[src/rtl/fbc_pkg.sv]
package fbc_pkg;
  typedef enum logic {
    ST_IDLE = 1'b0,
    ST_RUN  = 1'b1
  } fbc_state_e;

  localparam logic [3:0] BCD_MAX = 4'd9;
endpackage

[src/rtl/fbc_bank_mux.sv]
module fbc_bank_mux #(
  parameter int NCH   = 16,
  parameter int BANKS = 2
) (
  input  logic [$clog2(NCH)-1:0] sel,
  input  logic [NCH-1:0]         lines,
  output logic                   out
);
  localparam int PER = NCH / BANKS;
  localparam int SW  = $clog2(NCH);
  localparam int LW  = $clog2(PER);
  localparam int BW  = SW - LW;

  logic [BANKS-1:0] bank_en;
  logic [BANKS-1:0] bank_hit;

  // Each bank is enabled by the high select bits; an inhibited bank drives 0.
  for (genvar b = 0; b < BANKS; b++) begin : g_bank
    logic [PER-1:0] bank_lines;
    assign bank_lines  = lines[b*PER +: PER];
    assign bank_en[b]  = (sel[SW-1:LW] == BW'(b));
    assign bank_hit[b] = bank_en[b] & bank_lines[sel[LW-1:0]];
  end

  assign out = |bank_hit;
endmodule

[src/rtl/fbc_sync.sv]
module fbc_sync #(
  parameter int STAGES = 2
) (
  input  logic clk,
  input  logic rst,
  input  logic din,
  output logic rise
);
  // sh[STAGES-1] is the synchronized level, sh[STAGES] its previous value.
  logic [STAGES:0] sh;

  always_ff @(posedge clk) begin
    if (rst) sh <= '0;
    else     sh <= {sh[STAGES-1:0], din};
  end

  assign rise = sh[STAGES-1] & ~sh[STAGES];

  // one edge gives a single-cycle count strobe
  a_r10_single_strobe: assert property (@(posedge clk) disable iff (rst)
    rise |=> !rise);
endmodule

[src/rtl/fbc_bcd_cascade.sv]
module fbc_bcd_cascade #(
  parameter int DIGITS = 4
) (
  input  logic                clk,
  input  logic                rst,
  input  logic                clear,
  input  logic                inc,
  output logic [4*DIGITS-1:0] digits,
  output logic                sat_hit
);
  import fbc_pkg::*;

  logic [4*DIGITS-1:0] q;
  logic [DIGITS:0]     carry;

  assign carry[0] = inc;
  for (genvar d = 0; d < DIGITS; d++) begin : g_carry
    assign carry[d+1] = carry[d] & (q[4*d +: 4] == BCD_MAX);
  end

  // An increment with every decade at 9 would wrap: hold instead.
  assign sat_hit = carry[DIGITS];

  always_ff @(posedge clk) begin
    if (rst || clear) begin
      q <= '0;
    end else if (!sat_hit) begin
      for (int d = 0; d < DIGITS; d++) begin
        if (carry[d]) q[4*d +: 4] <= (q[4*d +: 4] == BCD_MAX) ? 4'd0 : q[4*d +: 4] + 4'd1;
      end
    end
  end

  assign digits = q;

  for (genvar d = 0; d < DIGITS; d++) begin : g_chk
    // decimal range of every decade
    a_r4_digit_range: assert property (@(posedge clk) disable iff (rst)
      q[4*d +: 4] <= BCD_MAX);
    if (d > 0) begin : g_up
      // an upper decade moves only on the 9-to-0 fall of the one below
      a_r5_carry_on_fall: assert property (@(posedge clk) disable iff (rst)
        (!$past(clear) && (q[4*d +: 4] != $past(q[4*d +: 4])))
          |-> ($past(q[4*(d-1) +: 4]) == BCD_MAX && q[4*(d-1) +: 4] == 4'd0));
    end
  end
endmodule

[src/rtl/fbc_top.sv]
module fbc_top #(
  parameter int NCH         = 16,
  parameter int BANKS       = 2,
  parameter int DIGITS      = 4,
  parameter int GATE_W      = 24,
  parameter int SYNC_STAGES = 2
) (
  input  logic                  clk,
  input  logic                  rst,
  input  logic [3:0]            chan_sel,
  input  logic [NCH-1:0]        pulse_in,
  input  logic                  start,
  input  logic [GATE_W-1:0]     gate_len,
  output logic [4*DIGITS-1:0]   count_bcd,
  output logic                  done,
  output logic                  overflow
);
  import fbc_pkg::*;

  localparam int SEL_W = $clog2(NCH);
  localparam logic [4*DIGITS-1:0] FULL_SCALE = {DIGITS{BCD_MAX}};

  fbc_state_e        state;
  logic [GATE_W-1:0] remain;
  logic [SEL_W-1:0]  sel_q;
  logic              done_q;
  logic              ovf_q;
  logic              sel_pulse;
  logic              rise;
  logic              inc;
  logic              sat_hit;

  fbc_bank_mux #(.NCH(NCH), .BANKS(BANKS)) u_mux (
    .sel   (sel_q),
    .lines (pulse_in),
    .out   (sel_pulse)
  );

  fbc_sync #(.STAGES(SYNC_STAGES)) u_sync (
    .clk  (clk),
    .rst  (rst),
    .din  (sel_pulse),
    .rise (rise)
  );

  assign inc = rise & (state == ST_RUN) & ~start;

  fbc_bcd_cascade #(.DIGITS(DIGITS)) u_cnt (
    .clk     (clk),
    .rst     (rst),
    .clear   (start),
    .inc     (inc),
    .digits  (count_bcd),
    .sat_hit (sat_hit)
  );

  always_ff @(posedge clk) begin
    if (rst) begin
      state  <= ST_IDLE;
      remain <= '0;
      sel_q  <= '0;
      done_q <= 1'b0;
      ovf_q  <= 1'b0;
    end else begin
      done_q <= 1'b0;
      if (start) begin
        state  <= ST_RUN;
        remain <= gate_len;
        sel_q  <= chan_sel[SEL_W-1:0];
        ovf_q  <= 1'b0;
      end else if (state == ST_RUN) begin
        if (sat_hit) ovf_q <= 1'b1;
        if (remain <= GATE_W'(1)) begin
          state  <= ST_IDLE;
          done_q <= 1'b1;
        end else begin
          remain <= remain - GATE_W'(1);
        end
      end
    end
  end

  assign done     = done_q;
  assign overflow = ovf_q;

  // done lasts a single cycle
  a_r7_done_single: assert property (@(posedge clk) disable iff (rst)
    done |=> !done);
  // result frozen outside a window
  a_r7_count_frozen: assert property (@(posedge clk) disable iff (rst)
    (state == ST_IDLE && !start) |=> $stable(count_bcd));
  // overflow only with a saturated count
  a_r8_sat_value: assert property (@(posedge clk) disable iff (rst)
    overflow |-> (count_bcd == FULL_SCALE));
  // the muxed level comes only from the captured line
  a_r2_bank_isolation: assert property (@(posedge clk) disable iff (rst)
    sel_pulse |-> pulse_in[sel_q]);
  // captured select holds for the whole window
  a_r9_sel_hold: assert property (@(posedge clk) disable iff (rst)
    (!start && state == ST_RUN) |=> (sel_q == $past(sel_q)));
endmodule

[config.mk]
export PLATFORM = sky130hd
export DESIGN_NAME = fbc_top
export DESIGN_NICKNAME = d
export VERILOG_FILES = /design/src/rtl/fbc_pkg.sv /design/src/rtl/fbc_bank_mux.sv /design/src/rtl/fbc_sync.sv /design/src/rtl/fbc_bcd_cascade.sv /design/src/rtl/fbc_top.sv
export SDC_FILE = /design/constraint.sdc
export NUM_CORES = 1
export LEC_CHECK = 0
export BUFFER_PORTS_ARGS = -buffer_cell sky130_fd_sc_hd__buf_2
export CAP_MARGIN = 10
export CELL_PAD_IN_SITES_DETAIL_PLACEMENT = 1
export CELL_PAD_IN_SITES_GLOBAL_PLACEMENT = 1
export CORE_ASPECT_RATIO = 0.8
export CORE_UTILIZATION = 30
export DETAILED_ROUTE_END_ITERATION = 10
export PLACE_DENSITY = 0.62
export SLEW_MARGIN = 0
export SYNTH_ARGS = -nofsm -noshare
export SYNTH_HDL_FRONTEND = slang
export SYNTH_HIERARCHICAL = 1
export SYNTH_SLANG_ARGS = --single-unit
[constraint.sdc]
create_clock -name clk -period 5.75 [get_ports clk]
set_input_delay 0.2875 -clock clk [delete_from_list [all_inputs] [get_ports clk]]
set_output_delay 0.2875 -clock clk [all_outputs]
set_load 0.03 [all_outputs]
* After elaboration in Yosys (flattened, before gate mapping) *
Cells that the tools add are included.

storage, ports and cells
  register bits = 50
  bits of input ports = 47
  output and inout bits = 18
  word-level logic and storage cells = 62

operators by class
  $add $sub $neg = 5
  magnitude comparators = 2
  equal/unequal tests = 5
  multiplexer cells = 15
  bitwise gates (word level) = 14
  reduce and logical (&&, ||, !) cells = 11

operators with widths
  operator               number
  $mux 24                3
  $le 24x1->1 const B    1
  $sub 24x1->24 const B  1
  $add 4x1->4 const B    4
  $eq 4x4->1 const B     4
  $mux 4                 4
  $reduce_and 2->1       6
  $and 1x1->1            9
  $bmux 1 s3             2
  $mux 1                 6
  $not 1->1              5
  $lt 3x4->1 const B     1
  $reduce_or 2->1        2
  $reduce_or 3->1        1
  $ne 2x2->1 const B     1
  $reduce_bool 2->1      1
  $logic_or 1x1->1       1

* Logic depth before layout (Yosys ltp) *
  depth after elaboration = 10
  gate-level depth with buffers = 9
  gate-level depth less buffers = 8

* Cells and area by module *
The synthesis kept the hierarchy.

modules (own cells, without submodules)
  module           times used  cells an instance  area each (µm²)  sequential area each (µm²)
  fbc_top          1           210                1742.9           620.6
  fbc_bcd_cascade  1           103                928.4            320.3
  fbc_bank_mux     1           7                  135.1            0.0
  fbc_sync         1           7                  87.6             60.1

* Worst setup path after synthesis *
No wires, ideal clock.

  path type = register -> register
  from = register remain[15]
  to = register remain[23]
  library setup time = 0.091 ns
  data arrival time = 2.128 ns
  required time = 5.659 ns
  setup slack = 3.531 ns
  cell stages (with the launch flop) = 6
  path buffers = 0
  clock period less this slack = 2.219 ns
  cells stage by stage = dfxtp_1 -> or4_4 -> or3_4 -> or3_1 -> or4_1 -> a311oi_1

on the way
  longest elaborated chain between the ends = 4
  elaborated cells on any way between the ends = 7
  classes of those cells = add/sub (1); order compare (1); eq/ne (1); mux (3); reduce/logical (1)

RTL lines
  what                      RTL line       RTL
  start: declaration        fbc_top.sv:24  logic [GATE_W-1:0] remain;
  start signal: assignment  fbc_top.sv:68  remain <= gate_len;
  start signal: assignment  fbc_top.sv:77  remain <= remain - GATE_W'(1);
  $sub 24x1->24             fbc_top.sv:77
  $mux 24                   fbc_top.sv:73  if (remain <= GATE_W'(1)) begin
  $mux 24                   fbc_top.sv:71  end else if (state == ST_RUN) begin
  $mux 24                   fbc_top.sv:66  if (start) begin

Parallel ways exist; a longest one is shown, timed or not. The select of a mux whose other input is x is not followed.
A chain may end at the register's enable or synchronous reset.

* Worst setup path after layout *
  from = register remain[8]
  to = register remain[21]

Same word-level chain as after synthesis.

==> out/qor.yml <==
outcome:
  run_status: "finished, violations left"
  violations: "DRC"
logic_synthesis:
  syn_nets: 376
  synth_flop_cell: "dfxtp_1"
  syn_inst: 327
  ys_warn_count: 6
  synthArstFlopShare: 0
  synth-seq-cells: 50
  post_synth.cell_area_avg_um2: 8.85
  synth_edf_count: 0
  synth_cell_types: 74
  yosys.area.top_type: "dfxtp_1"
  synth_top_area_frac: 0.346
  synth_area_um2: 2890
  synthTopCellsByArea: "dfxtp_1 (35%), nor2_1 (5.6%), mux4_1 (3.6%), mux2i_1 (3.5%), a21oi_1 (3.1%)"
  synth-seq-area-share: 0.346
timing:
  rsz0062_at_grt: "false"
  tightest_slew_ns: 0.949
  min_period_ns: 2.73
  final-max-slew-violation-count: 0
  relSlewSlack: 0.361
  setup_violations: 0
  setup_slack_ns: 3.02
  fin_crit_sh: 0.475
  tns_ns: 0
  max_freq_mhz: 366
  final_hold_viol_count: 0
  finClkSkew_ns: 0.00611
final_layout:
  multi_input_area_um2: 1780
  drive_gt1_frac: 0.242
  design_area_um2: 3440
  antenna_cells: 0
  seq_area_um2: 1000
  fin_util: 0.374
  fillers: 1089
  nets: 432
  area_growth_pct: 18.9
setup_path:
  path_class: "reg2reg"
  r2r_slack_ns: 3.02
  cp_cell_sequence: "nor4_1, nand4_1, or4_2, a311oi_1"
  critPathBufInv: 0
  ff2ff_path_depth: 4
  crit_path_max_incr_delay_ns: 0.84
  crit_path_end_kind: "flop"
  cp.required_ns: 5.95
  cp_slowest_cell: "nor4_1"
  r2r-end: "remain[21]$_SDFFE_PP0P_"
  cp_data_arrival_time_ns: 2.93
  crit_cells: 4
  cp_max_fo: 7
  crit_family: "simple AND/OR/NAND/NOR gates"
  regToRegStartpoint: "remain[8]$_SDFFE_PP0P_"
  cp-start-kind: "flop"
clock_network:
  cts_setup_buffers: 0
  post_cts_resize_count: 0
  cts_tree: "built"
  cts_sinks: 50
  clock_latency_ns: 0.29
  cts_buffers: 5
  clock_path_buffers: 2
  clk_pin_slew_worst_paths_ns: 0.07
  htreeDepth: 2
  cts-root-buf: "clkbuf_16"
  cts_hold_repair.buffers: 0
detailed_routing:
  drt_first_pass_iters: 7
  wl_per_cell_um: 16.6
  drt_iter0_drc: 129
  wirelength_mm: 8.27
  num_vias: 2738
  ant_nets: 0
  drc: 2
  via_per_inst: 5.49
grt:
  grt_usage: 0.170
  grt_pass1_vias: 2638
  overflow: 0
  antenna_found_initial: 0
  grt_first_pass_wirelength_mm: 13.7
  grt_max_degree: 40
power:
  p_leak_uw: 0.00133
  vdd_drop_max_v: 0.000118
  total_power_uw: 814
  p_per_area_nw_per_um2: 236
placed_design:
  dp_hpwl_mm: 6.05
  io_buffers: 64
  place_ws_ns: 3.08
  place_area_um2: 3290
  place_congestion: 0.757
die:
  start_util: 0.315
  core_area_um2: 9190
  die_w_um: 112
  io_pins: 65
  fp-row-count: 31
  die_area_um2: 10000
  die_h_um: 89.9
min_path:
  min_from: "gate_len[13]"
  hp-class: "in2reg"
  hold_end: "remain[13]$_SDFFE_PP0P_"
  hold_depth: 3
job:
  drv_cap: 0
metrics by stage:
stage | hold WS, ns | std cells
final | 0.227 | 499
after global routing | 0.257 | 499
after CTS | 0.222 | 499
after detailed placement | 0.440 | 491
after global placement | 0.422 | 491
after floorplan | 0.359 | 327
layout by cell type (no fill, tap or decap), types with 3 or more instances in the layout:
master	count
a211oi_1	8
a21oi_1	18
a311oi_1	8
a31oi_1	3
and3_1	5
buf_2	64
clkbuf_16	5
dfxtp_1	50
inv_1	11
mux2i_1	10
mux4_1	4
nand2_1	15
nand2b_1	3
nand3_1	8
nand4_1	3
nor2_1	43
nor2b_1	5
nor3_1	12
nor4_1	6
o211ai_1	3
o21ai_0	12
o311ai_0	3
o31ai_1	4
or3_1	4
or4_1	6
xnor2_1	7
layout make-up:
cell class,count,area share
clock inverter,1,0.00145
inverter,12,0.0131
clock buffer,7,0.0415
tap,115,0.0418
timing repair buffer,65,0.0953
multi-input combinational,249,0.516
sequential,50,0.291
kinds of logic after synthesis:
| kind of cell | after synthesis | share of synthesized area |
|---|---|---|
| xor gates and xnor gates | 8 | 0.0242 |
| and+or+nand+nor | 139 | 0.297 |
| adders and majority gates | 2 | 0.00865 |
| muxes | 14 | 0.0709 |
| AOI/OAI and AO/OA | 86 | 0.213 |
| DFF | 50 | 0.346 |
| buffers and inverters | 28 | 0.0406 |
synth_stat cells (2+ instances only):
master      n
dfxtp_1    50
nor2_1     43
a21oi_1    18
nand2_1    15
nor3_1     12
o21ai_0    12
inv_1      11
clkbuf_1   10
mux2i_1    10
a211oi_1    8
a311oi_1    8
nand3_1     8
xnor2_1     7
nor4_1      6
or4_1       6
and3_1      5
nor2b_1     5
mux4_1      4
o31ai_1     4
or3_1       4
a31oi_1     3
buf_1       3
nand2b_1    3
nand4_1     3
o211ai_1    3
o311ai_0    3
a2111oi_0   2
a211o_1     2
and4_1      2
and4bb_2    2
ha_1        2
nand3b_1    2
nand4b_1    2
nand4bb_4   2
nor3_2      2
nor3b_1     2
o211a_1     2
o221ai_1    2
or2_2       2
or3_2       2
or3_4       2
registers in the layout, indices dropped and copies added (netlist names):
signal / flops
done: 1
overflow: 1
sel_q: 4
u_sync/sh: 3
state: 1
u_cnt/digits: 16
remain: 24
power breakdown:
group | internal [uW] | total, uW | leakage [uW] | switching, uW
Clock | 173 | 305 | 0.0000739 | 132
Combinational | 53.8 | 126 | 0.000842 | 71.9
Sequential | 363 | 383 | 0.000410 | 20.3
worst max path at each step:
stage                                  from                      end  slack [ns]
global placement     remain[8]$_SDFFE_PP0P_  remain[10]$_SDFFE_PP0P_        3.11
CTS                  remain[8]$_SDFFE_PP0P_  remain[21]$_SDFFE_PP0P_        3.05
finish               remain[8]$_SDFFE_PP0P_  remain[21]$_SDFFE_PP0P_        3.02
detailed placement   remain[8]$_SDFFE_PP0P_  remain[21]$_SDFFE_PP0P_        3.08
floorplan           remain[15]$_SDFFE_PP0P_  remain[23]$_SDFFE_PP0P_        3.53
global route         remain[8]$_SDFFE_PP0P_  remain[10]$_SDFFE_PP0P_        2.86
worst min-delay path: cells and delay by family:
kind          cells  cell delay [ns]
simple gates      2             0.12
buf+inv           1             0.07
layer usage:
metal,vias to the layer above,global-route usage,wire (um)
li1,1370,-,-
met1,1311,0.258,4510
met2,55,0.242,3400
met3,2,0.0330,325
met4,0,0.0417,31
met5,-,0,0
Power figures use the tool's default switching activity.
